## src/rtl/raster_pkg.sv

```systemverilog
package raster_pkg;
  localparam int unsigned NARROW_W = 256;
  localparam int unsigned WIDE_W   = 512;
  localparam int unsigned PROG_H   = 224;
  localparam int unsigned INTL_H   = 448;
  localparam int unsigned RES_W_BITS = $clog2(WIDE_W + 1);
  localparam int unsigned RES_H_BITS = $clog2(INTL_H + 1);

  function automatic logic in_span(input int unsigned val, input int unsigned lo,
                                   input int unsigned hi);
    return (val >= lo) && (val <= hi);
  endfunction
endpackage

```

## src/rtl/dot_backlog.sv

```systemverilog
module dot_backlog #(
  parameter int unsigned BW = 4
) (
  input  logic clk,
  input  logic rst_n,
  input  logic step_valid,
  output logic step_ready,
  output logic dot_adv,
  output logic [BW-1:0] level
);
  localparam int unsigned FULL = (1 << BW) - 1;
  localparam logic [BW-1:0] READY_LIMIT = BW'(FULL - 2);

  logic [BW-1:0] lvl_q, lvl_d;
  logic          take;

  assign step_ready = (lvl_q <= READY_LIMIT);
  assign take       = step_valid & step_ready;
  assign dot_adv    = (lvl_q != '0);
  assign level      = lvl_q;

  always_comb begin
    lvl_d = lvl_q;
    if (take)    lvl_d = lvl_d + BW'(2);
    if (dot_adv) lvl_d = lvl_d - BW'(1);
  end

  always_ff @(posedge clk or negedge rst_n) begin
    if (!rst_n) lvl_q <= '0;
    else        lvl_q <= lvl_d;
  end
endmodule

```

## src/rtl/raster_counter.sv

```systemverilog
module raster_counter #(
  parameter int unsigned H_TOTAL = 340,
  parameter int unsigned V_TOTAL = 262,
  localparam int unsigned HW = $clog2(H_TOTAL),
  localparam int unsigned VW = $clog2(V_TOTAL)
) (
  input  logic          clk,
  input  logic          rst_n,
  input  logic          dot_adv,
  output logic [HW-1:0] h_pos,
  output logic [VW-1:0] v_pos
);
  localparam logic [HW-1:0] H_LAST = HW'(H_TOTAL - 1);
  localparam logic [VW-1:0] V_LAST = VW'(V_TOTAL - 1);

  always_ff @(posedge clk or negedge rst_n) begin
    if (!rst_n) begin
      h_pos <= '0;
      v_pos <= '0;
    end else if (dot_adv) begin
      if (h_pos == H_LAST) begin
        h_pos <= '0;
        v_pos <= (v_pos == V_LAST) ? '0 : v_pos + VW'(1);
      end else begin
        h_pos <= h_pos + HW'(1);
      end
    end
  end
endmodule

```

## src/rtl/raster_window.sv

```systemverilog
module raster_window
  import raster_pkg::*;
#(
  parameter int unsigned HW = 9,
  parameter int unsigned VW = 9,
  parameter int unsigned IDX_W = 19,
  parameter int unsigned H_VIS_START = 22,
  parameter int unsigned H_VIS_END = 277,
  parameter int unsigned V_VIS_START = 1,
  parameter int unsigned V_VIS_END = 224,
  parameter int unsigned ROW_W = 512
) (
  input  logic [HW-1:0]    h_pos,
  input  logic [VW-1:0]    v_pos,
  input  logic             dot_adv,
  output logic             hblank,
  output logic             vblank,
  output logic             pix_valid,
  output logic [IDX_W-1:0] pix_index
);
  localparam logic [IDX_W-1:0] ROW_C = IDX_W'(ROW_W);

  logic             visible;
  logic [IDX_W-1:0] col, row;

  assign hblank    = !in_span(32'(h_pos), H_VIS_START, H_VIS_END);
  assign vblank    = !in_span(32'(v_pos), V_VIS_START, V_VIS_END);
  assign visible   = !hblank && !vblank;
  assign pix_valid = dot_adv && visible;

  assign col = IDX_W'(h_pos - HW'(H_VIS_START));
  assign row = IDX_W'(v_pos - VW'(V_VIS_START));

  always_comb begin
    if (visible) pix_index = (col + row * ROW_C) << 2;
    else         pix_index = '0;
  end
endmodule

```

## src/rtl/res_decode.sv

```systemverilog
module res_decode
  import raster_pkg::*;
#(
  parameter int unsigned MODE_W = 3,
  parameter int unsigned WIDE_MODE_A = 5,
  parameter int unsigned WIDE_MODE_B = 6
) (
  input  logic [MODE_W-1:0]     bg_mode,
  input  logic                  interlace_en,
  output logic [RES_W_BITS-1:0] res_width,
  output logic [RES_H_BITS-1:0] res_height
);
  logic wide;

  assign wide = (bg_mode == MODE_W'(WIDE_MODE_A)) || (bg_mode == MODE_W'(WIDE_MODE_B));
  assign res_width  = wide ? RES_W_BITS'(WIDE_W) : RES_W_BITS'(NARROW_W);
  assign res_height = interlace_en ? RES_H_BITS'(INTL_H) : RES_H_BITS'(PROG_H);
endmodule

```

## src/rtl/raster_dot_timer.sv

```systemverilog
module raster_dot_timer
  import raster_pkg::*;
#(
  parameter int unsigned H_TOTAL = 340,
  parameter int unsigned V_TOTAL = 262,
  parameter int unsigned H_VIS_START = 22,
  parameter int unsigned H_VIS_END = 277,
  parameter int unsigned V_VIS_START = 1,
  parameter int unsigned V_VIS_END = 224,
  parameter int unsigned ROW_W = 512,
  parameter int unsigned BACKLOG_W = 4,
  localparam int unsigned HW = $clog2(H_TOTAL),
  localparam int unsigned VW = $clog2(V_TOTAL),
  localparam int unsigned MAX_IDX =
    ((H_VIS_END - H_VIS_START) + (V_VIS_END - V_VIS_START) * ROW_W) * 4,
  localparam int unsigned IDX_W = $clog2(MAX_IDX + 1)
) (
  input  logic                  clk,
  input  logic                  rst_n,
  input  logic                  cpu_step,
  output logic                  step_ready,
  input  logic [2:0]            bg_mode,
  input  logic                  interlace_en,
  output logic [HW-1:0]         h_count,
  output logic [VW-1:0]         v_count,
  output logic                  hblank,
  output logic                  vblank,
  output logic                  pix_valid,
  output logic [IDX_W-1:0]      pix_index,
  output logic [RES_W_BITS-1:0] res_width,
  output logic [RES_H_BITS-1:0] res_height
);
  logic                 dot_adv;
  logic [BACKLOG_W-1:0] backlog;

  dot_backlog #(.BW(BACKLOG_W)) u_backlog (
    .clk(clk), .rst_n(rst_n), .step_valid(cpu_step), .step_ready(step_ready),
    .dot_adv(dot_adv), .level(backlog)
  );

  raster_counter #(.H_TOTAL(H_TOTAL), .V_TOTAL(V_TOTAL)) u_counter (
    .clk(clk), .rst_n(rst_n), .dot_adv(dot_adv), .h_pos(h_count), .v_pos(v_count)
  );

  raster_window #(
    .HW(HW), .VW(VW), .IDX_W(IDX_W),
    .H_VIS_START(H_VIS_START), .H_VIS_END(H_VIS_END),
    .V_VIS_START(V_VIS_START), .V_VIS_END(V_VIS_END), .ROW_W(ROW_W)
  ) u_window (
    .h_pos(h_count), .v_pos(v_count), .dot_adv(dot_adv), .hblank(hblank),
    .vblank(vblank), .pix_valid(pix_valid), .pix_index(pix_index)
  );

  res_decode #(.MODE_W(3)) u_res (
    .bg_mode(bg_mode), .interlace_en(interlace_en),
    .res_width(res_width), .res_height(res_height)
  );
endmodule

```

## config.mk

```make
export PLATFORM = sky130hd
export DESIGN_NAME = raster_dot_timer
export DESIGN_NICKNAME = d
export VERILOG_FILES = /design/src/rtl/raster_pkg.sv /design/src/rtl/dot_backlog.sv /design/src/rtl/raster_counter.sv /design/src/rtl/raster_window.sv /design/src/rtl/res_decode.sv /design/src/rtl/raster_dot_timer.sv
export SDC_FILE = /design/constraint.sdc
export NUM_CORES = 1
export LEC_CHECK = 0
export ABC_CLOCK_PERIOD_IN_PS = 4900
export BUFFER_PORTS_ARGS = -buffer_cell sky130_fd_sc_hd__buf_4
export CELL_PAD_IN_SITES_DETAIL_PLACEMENT = 1
export CELL_PAD_IN_SITES_GLOBAL_PLACEMENT = 1
export CORE_MARGIN = 2
export CORE_UTILIZATION = 35
export DETAILED_ROUTE_END_ITERATION = 10
export PLACE_DENSITY = 0.77
export SLEW_MARGIN = 20
export SYNTH_ARGS = -nofsm -noshare
export SYNTH_HDL_FRONTEND = slang
export SYNTH_HIERARCHICAL = 1
export SYNTH_SLANG_ARGS = --single-unit
```

## constraint.sdc

```tcl
create_clock -name clk -period 4.9 [get_ports clk]
set_clock_uncertainty 0.15 [all_clocks]
set_input_delay 0.98 -clock clk [delete_from_list [all_inputs] [get_ports clk]]
set_output_delay 0.98 -clock clk [all_outputs]
set_load 0.02 [all_outputs]
```

==> results by group, run 1 <==
Floorplan
  – Die height: 82.0 µm
  – Total core area: 5890 µm²
  – Std-Cell Rows: 28
  – # IOs: 67
  – Die area: 6730 µm²
  – Die X: 82.0 µm
  – Initial Util: 0.362

CTS
  – Num CTS Buffers: 3
  – TritonCTS clock tree: yes
  – Register clock-pin slew on the reported worst setup and hold paths: 0.07 ns
  – Root Driver: clkbuf_8
  – Post-CTS Hold Buffers: 0
  – CTS H-tree depth: 1
  – Resize count post-CTS: 0
  – Clk buf depth: 2
  – Clock Latency Late Sink: 0.26 ns
  – Sinks on the clock net: 22
  – Setup bufs post-CTS: 0

STA
  – Post-Route Setup TNS: 0 ns
  – Slew Viols, Final: 0
  – Final min period: 4.58 ns
  – Max Clock Freq: 0.218 GHz
  – Final Hold Vio Count: 0
  – RSZ-0062 raised after global routing: no
  – Slew headroom: 0.616
  – Hold slack: 0.451 ns
  – Setup violators final: 0
  – Slew @ Worst Pin: 0.576 ns
  – Period utilization: 0.935

Synthesis
  – Async S/R FF share, synth: 1.00
  – Post-synth cell types: 53
  – Top FF cell, synth: dfrtp_1
  – Seq cells post-synth: 22
  – Area share of the largest cell type after synthesis: 0.258
  – YS warnings: 6
  – Syn Area/Cell: 8.49 µm²
  – Syn Inst Count: 251
  – Cell taking the most area after synthesis: dfrtp_1
  – Post-synthesis sequential area ratio: 0.258
  – Number of synthesized flops with an enable pin: 0
  – Top post-synthesis cells by area: dfrtp_1 (26%), ha_1 (10%), buf_4 (7.0%)
  – Synth Cell Area: 2130 µm²

Pwr
  – Pwr Density: 510 nW/µm²
  – Clock power share: 0.085
  – Comb power frac: 0.654
  – Register share of total power: 0.261
  – Sw Share: 0.475
  – Cell-internal power: 674 µW
  – Max IR drop VDD: 0.197 mV
  – Leak: 1.24 nW
  – Post-layout power: 1.28 mW
  – Switch Pwr: 610 µW

Drt
  – Drt drc: 0
  – Avg WL per Cell: 14.5 µm
  – Initial detailed-routing violation count: 69
  – ANT nets after route: 0
  – Via count: 1883
  – Vias/cell: 5.10
  – Drt total wl: 5330 µm
  – Pre-Repair DR Iteration Count: 4

Cells and area
  – NumNets Final: 321
  – Final instance area: 2510 µm²
  – Most common cell after layout, fill and taps aside: buf_4
  – Inserted Diodes: 0
  – Commonest cells after routing, fill and taps aside: buf_4 (50), nor2_1 (28), dfrtp_1 (22)
  – Utilization after layout: 0.427
  – Number of fill cells: 706
  – P&R area growth vs syn: 18.0%
  – Fraction of layout cells with a size suffix above 1: 0.211

Status
  – Status: completed

Run
  – Maxcap violations: 0

Worst setup path
  – Worst reg2reg path startpoint: u_backlog/level[1]$_DFF_PN0_
  – Worst EP arrival: 3.45 ns
  – Kind of start point of the critical path: flop
  – CP endpoint kind: output pin
  – Slack of the worst reg-to-reg path: 2.71 ns
  – Reg-to-reg endpoint: u_counter/v_pos[6]$_DFFE_PN0P_
  – Worst Reg-to-Reg Cells: 4
  – Crit-path max FO: 10
  – CP required: 3.77 ns
  – Crit Path Class: reg -> out

Placed design
  – Hpwl dp: 4120 µm
  – Port bufs: 49
  – Gpl congestion: 0.786
  – Placed cell areas: 2470 µm²

Global routing
  – First-pass GRT wire length: 8490 µm
  – Largest net degree at the start of global routing: 23
  – Number of global-route vias before repair: 1735
  – Grt ovf: 0
  – Initial antenna violation count: 0
  – Total Routing Usage GR: 0.161

Worst hold path
  – HP Class: in -> async
-- power groups by stage --
stage / Clock, mW / Sequential [mW] / Combinational, mW
after CTS: 0.114 / 0.338 / 0.843
after global routing: 0.122 / 0.352 / 0.937
after detailed placement: 0 / 0.342 / 0.841
final: 0.109 / 0.335 / 0.839
after floorplan: 0 / 0.355 / 0.612
after global placement: 0 / 0.337 / 0.812
-- cell families after synthesis --
logic type | Yosys count | share of synthesized area
AND/OR/NAND/NOR | 98 | 0.265
AO/OA/AOI/OAI | 43 | 0.134
buffers and inverters | 41 | 0.115
flip-flops | 22 | 0.258
XOR/XNOR | 20 | 0.0822
adder cells (fa/ha/maj) | 18 | 0.109
multiplexers | 6 | 0.0305
other | 3 | 0.00528
-- worst max-delay path by stage --
stage / startpoint / end / slack (ns) / cells after the start
2_1_floorplan: u_counter/h_pos[2]$_DFFE_PN0P_ / pix_index[18] / 0.60 / 10
3_3_place_gp: u_counter/h_pos[2]$_DFFE_PN0P_ / pix_index[18] / 0.72 / 11
3_5_place_dp: u_counter/h_pos[2]$_DFFE_PN0P_ / pix_index[18] / 0.60 / 11
4_1_cts: u_counter/h_pos[2]$_DFFE_PN0P_ / pix_index[18] / 0.29 / 11
5_1_grt: u_counter/h_pos[2]$_DFFE_PN0P_ / pix_index[18] / 0.16 / 11
6_report: u_counter/h_pos[2]$_DFFE_PN0P_ / pix_index[18] / 0.32 / 11
-- state kept, by name, summed over array words and instances (netlist names) --
name and cells:
u_backlog/level 4, u_counter/h_pos 9, u_counter/v_pos 9
-- Yosys cell counts (3+ instances only) --
library cell	count
mux2_1	3
and2_1	3
and4_1	3
nor3_1	8
inv_1	17
nand2_1	13
dfrtp_1	22
conb_1	3
xor2_1	8
xnor2_1	12
a21oi_1	10
nor4b_1	3
a21o_1	8
ha_1	17
or3_1	4
and3_1	3
nand4_1	6
nand3_1	6
nor2_1	28
buf_4	20
nor3b_1	5
o21ai_0	10
-- routing by layer --
metal / vias to the layer above / track usage / routed length, µm
li1: 934 / - / -
met1: 918 / 0.208 / 2410
met2: 29 / 0.287 / 2760
met3: 2 / 0.0187 / 148
met4: 0 / 0.0350 / 19
met5: - / 0 / 0
-- worst max-delay path: stages (launching register included) --
cell and delay (ns):
dfrtp_1 0.51, ha_1 0.28, o21a_1 0.22, or4_1 0.53, inv_1 0.26, ha_1 0.33, a21o_1 0.19, a31o_2 0.24
a21oi_1 0.15, nor3_1 0.07, nor3b_1 0.22, buf_4 0.18
-- metrics by stage --
| step | std cells | worst slack [ns] |
|---|---|---|
| 2_1_floorplan | 265 | 0.599 |
| 3_3_place_gp | 366 | 0.719 |
| 3_5_place_dp | 366 | 0.599 |
| 4_1_cts | 369 | 0.291 |
| 5_1_grt | 369 | 0.161 |
| 6_report | 369 | 0.319 |
-- final cells by class --
class | count | area, µm² | share of cell area
Tap cell | 75 | 93.8 | 0.0373
Sequential cell | 22 | 551 | 0.219
Inverter | 17 | 63.8 | 0.0254
Multi-Input combinational cell | 202 | 1390 | 0.553
Timing Repair Buffer | 50 | 375 | 0.149
Clock buffer | 3 | 41.3 | 0.0164
Power figures use the tool's default switching activity.
==> run 2, diff against run 1 <==
Settings changed: ABC_AREA set to 1, ABC_CLOCK_PERIOD_IN_PS 4900 to 5300, CELL_PAD_IN_SITES_DETAIL_PLACEMENT 1 to 0.
Clock period 4.9 ns to 5.3 ns, I/O delays scaled along.
==> run 2 against run 1 <==
  * Sequential power is 6.0% lower
  * Clock power is 48% higher
  * Via count grew 18%
  * Total power is 12% higher
  * Setup slack better by 0.59 ns
  * Flip-flop and latch count stayed put
  * Non-clock buffer count is 1 lower
  * Critical endpoint is now pix_index[16]
  * Highest routed layer unchanged
==> results by group, run 2 <==
Status
  – Status: completed

Synthesis
  – Seq cells post-synth: 22
  – Area share of the largest cell type after synthesis: 0.219
  – Syn Inst Count: 366
  – YS warnings: 6
  – Most numerous cell in the Yosys netlist: nand2_1
  – Post-synthesis sequential area ratio: 0.219
  – Number of synthesized flops with an enable pin: 0
  – Syn Area/Cell: 6.88 µm²
  – Post-synth cell types: 36
  – Synth Cell Area: 2520 µm²
  – Top FF cell, synth: dfrtp_1
  – Top post-synthesis cells by area: dfrtp_1 (22%), nand2_1 (13%), ha_1 (8.4%)
  – Async S/R FF share, synth: 1.00
  – Cell taking the most area after synthesis: dfrtp_1
  – Commonest cells in the netlist: nand2_1 (86), inv_1 (50), nor2_1 (36)

Worst setup path
  – Kind of start point of the critical path: flop
  – Largest stage delay on the critical path: 0.56 ns
  – Crit-path max FO: 10
  – Critical-path cell list: ha_1 > o21ai_4 > inv_1 > nor2_1 > ha_1 > a21oi_1 > nand2_1 > a21oi_1 > xor2_1 > nor2_4 > buf_4
  – Crit Path Class: reg -> out
  – Top delay family on crit path: simple AND/OR/NAND/NOR gates
  – Worst path buffer plus inverter count: 2
  – Worst EP arrival: 3.19 ns
  – CP required: 4.09 ns
  – Slack of the worst reg-to-reg path: 3.51 ns
  – CP max stage cell: nor2_1
  – CP endpoint kind: output pin

Drt
  – Initial detailed-routing violation count: 118
  – Drt drc: 0
  – Drt total wl: 5370 µm
  – Via count: 2224
  – ANT nets after route: 0
  – Vias/cell: 4.39
  – Pre-Repair DR Iteration Count: 4
  – Avg WL per Cell: 10.6 µm

Pwr
  – Pwr Density: 487 nW/µm²
  – Post-layout power: 1.44 mW
  – Max IR drop VDD: 0.209 mV
  – Leak: 1.59 nW

CTS
  – Clk buf depth: 2
  – Post-CTS Hold Buffers: 0
  – TritonCTS clock tree: yes
  – Register clock-pin slew on the reported worst setup and hold paths: 0.09 ns
  – Resize count post-CTS: 0
  – Setup bufs post-CTS: 0
  – CTS H-tree depth: 1
  – Clock Latency Late Sink: 0.27 ns
  – Root Driver: clkbuf_8
  – Num CTS Buffers: 3
  – Sinks on the clock net: 22

Global routing
  – First-pass GRT wire length: 8920 µm
  – Initial antenna violation count: 0
  – GR Layer Usage met3: 0.0140
  – Number of global-route vias before repair: 1958
  – Largest net degree at the start of global routing: 23
  – GR Layer Usage met2: 0.237
  – Total Routing Usage GR: 0.141
  – Most Used Layer, Global Route: met2
  – Grt ovf: 0
  – Met1 Usage GRT: 0.192

Placed design
  – Gpl congestion: 0.750
  – Port bufs: 49
  – Hpwl dp: 4240 µm

Floorplan
  – Initial Util: 0.367
  – Die area: 7890 µm²
  – Std-Cell Rows: 30
  – Die X: 88.8 µm
  – Total core area: 6870 µm²
  – Die height: 88.8 µm
  – # IOs: 67

Worst hold path
  – HP Class: reg -> reg

STA
  – Slew @ Worst Pin: 0.734 ns
  – Final min period: 4.40 ns
  – Period utilization: 0.829
  – Post-Route Setup TNS: 0 ns
  – RSZ-0062 raised after global routing: no
  – Setup violators final: 0
  – Max Clock Freq: 0.227 GHz
  – Final Hold Vio Count: 0
  – Slew Viols, Final: 0
  – Slew headroom: 0.509

Run
  – Maxcap violations: 0

Cells and area
  – P&R area growth vs syn: 17.1%
  – Fraction of layout cells with a size suffix above 1: 0.234
  – Inserted Diodes: 0
  – NumNets Final: 437
  – Most common cell after layout, fill and taps aside: nand2_1
  – Commonest cells after routing, fill and taps aside: nand2_1 (86), inv_1 (50), buf_4 (49), nor2_1 (36), nand3_1 (32)
-- run 2: changes by cell type after synthesis, moves of 4 or more --
cell / previous run / this run
a21o_1: 8 / 0
inv_1: 17 / 50
inv_2: 0 / 8
nand2_1: 13 / 86
nand3_1: 6 / 32
nor2_1: 28 / 36
nor2_2: 0 / 8
nor2_4: 0 / 14
nor3_1: 8 / 4
nor3b_1: 5 / 0
or3_1: 4 / 0
xnor2_1: 12 / 8
-- run 2: report_power, final --
| group | switching, mW | internal (mW) |
|---|---|---|
| clock | 0.0600 | 0.101 |
| combinational | 0.588 | 0.373 |
| sequential | 0.100 | 0.215 |
-- run 2: cell type report --
class,count,area [µm²]
multi-input cells,278,1620
fillers,725,3920
inverters,58,218
clock buffers,3,41.3
clock inverters,1,30.0
well taps,96,120
flip-flops and latches,22,551
repair buffers,49,368
-- run 2: worst paths after layout --
kind | from | to | depth (start not counted)
min in group asynchronous | rst_n | u_backlog/level[0]$_DFFE_PN0N_ | 1
max reg2reg | u_counter/h_pos[1]$_DFFE_PN0P_ | u_counter/v_pos[3]$_DFFE_PN0P_ | 7
min | u_backlog/level[0]$_DFFE_PN0N_ | u_backlog/level[0]$_DFFE_PN0N_ | 3
min reg2reg | u_backlog/level[0]$_DFFE_PN0N_ | u_backlog/level[0]$_DFFE_PN0N_ | 3
max | u_counter/h_pos[2]$_DFFE_PN0P_ | pix_index[16] | 11
max in group asynchronous | rst_n | u_counter/v_pos[6]$_DFFE_PN0P_ | 1
-- run 2: cell families (layout without fill, tap and decap cells) --
logic type | count (synthesis) | after routing | synth area share
multiplexers | 1 | 1 | 0.00397
AND/OR/NAND/NOR | 196 | 196 | 0.384
flip-flops | 22 | 22 | 0.219
buffers and inverters | 80 | 111 | 0.158
AO/OA/AOI/OAI | 27 | 27 | 0.0720
adder cells (fa/ha/maj) | 18 | 18 | 0.0924
XOR/XNOR | 19 | 19 | 0.0661
other | 3 | 17 | 0.00447
-- run 2: metal layers --
metal	up-vias	part of all wire
met1	976	0.48
met3	2	0.043
met2	52	0.47
li1	1194	-
met5	-	0
met4	0	0.0045
-- run 2: metrics by stage --
step,cell area (µm²),hold WS [ns],util,instances,setup WS [ns]
2_1_floorplan,2570,0.374,-,380,1.44
3_3_place_gp,2880,0.424,0.419,503,1.26
3_5_place_dp,2880,0.446,0.419,503,1.18
4_1_cts,2950,0.460,0.429,507,0.869
5_1_grt,2950,0.511,0.429,507,0.581
6_report,2950,0.449,0.429,507,0.904
-- run 2: tightest hold or removal path: stages (launching register included) --
cell,delay [ns]
dfrtp_1,0.36
inv_1,0.07
nand2_1,0.10
inv_1,0.04
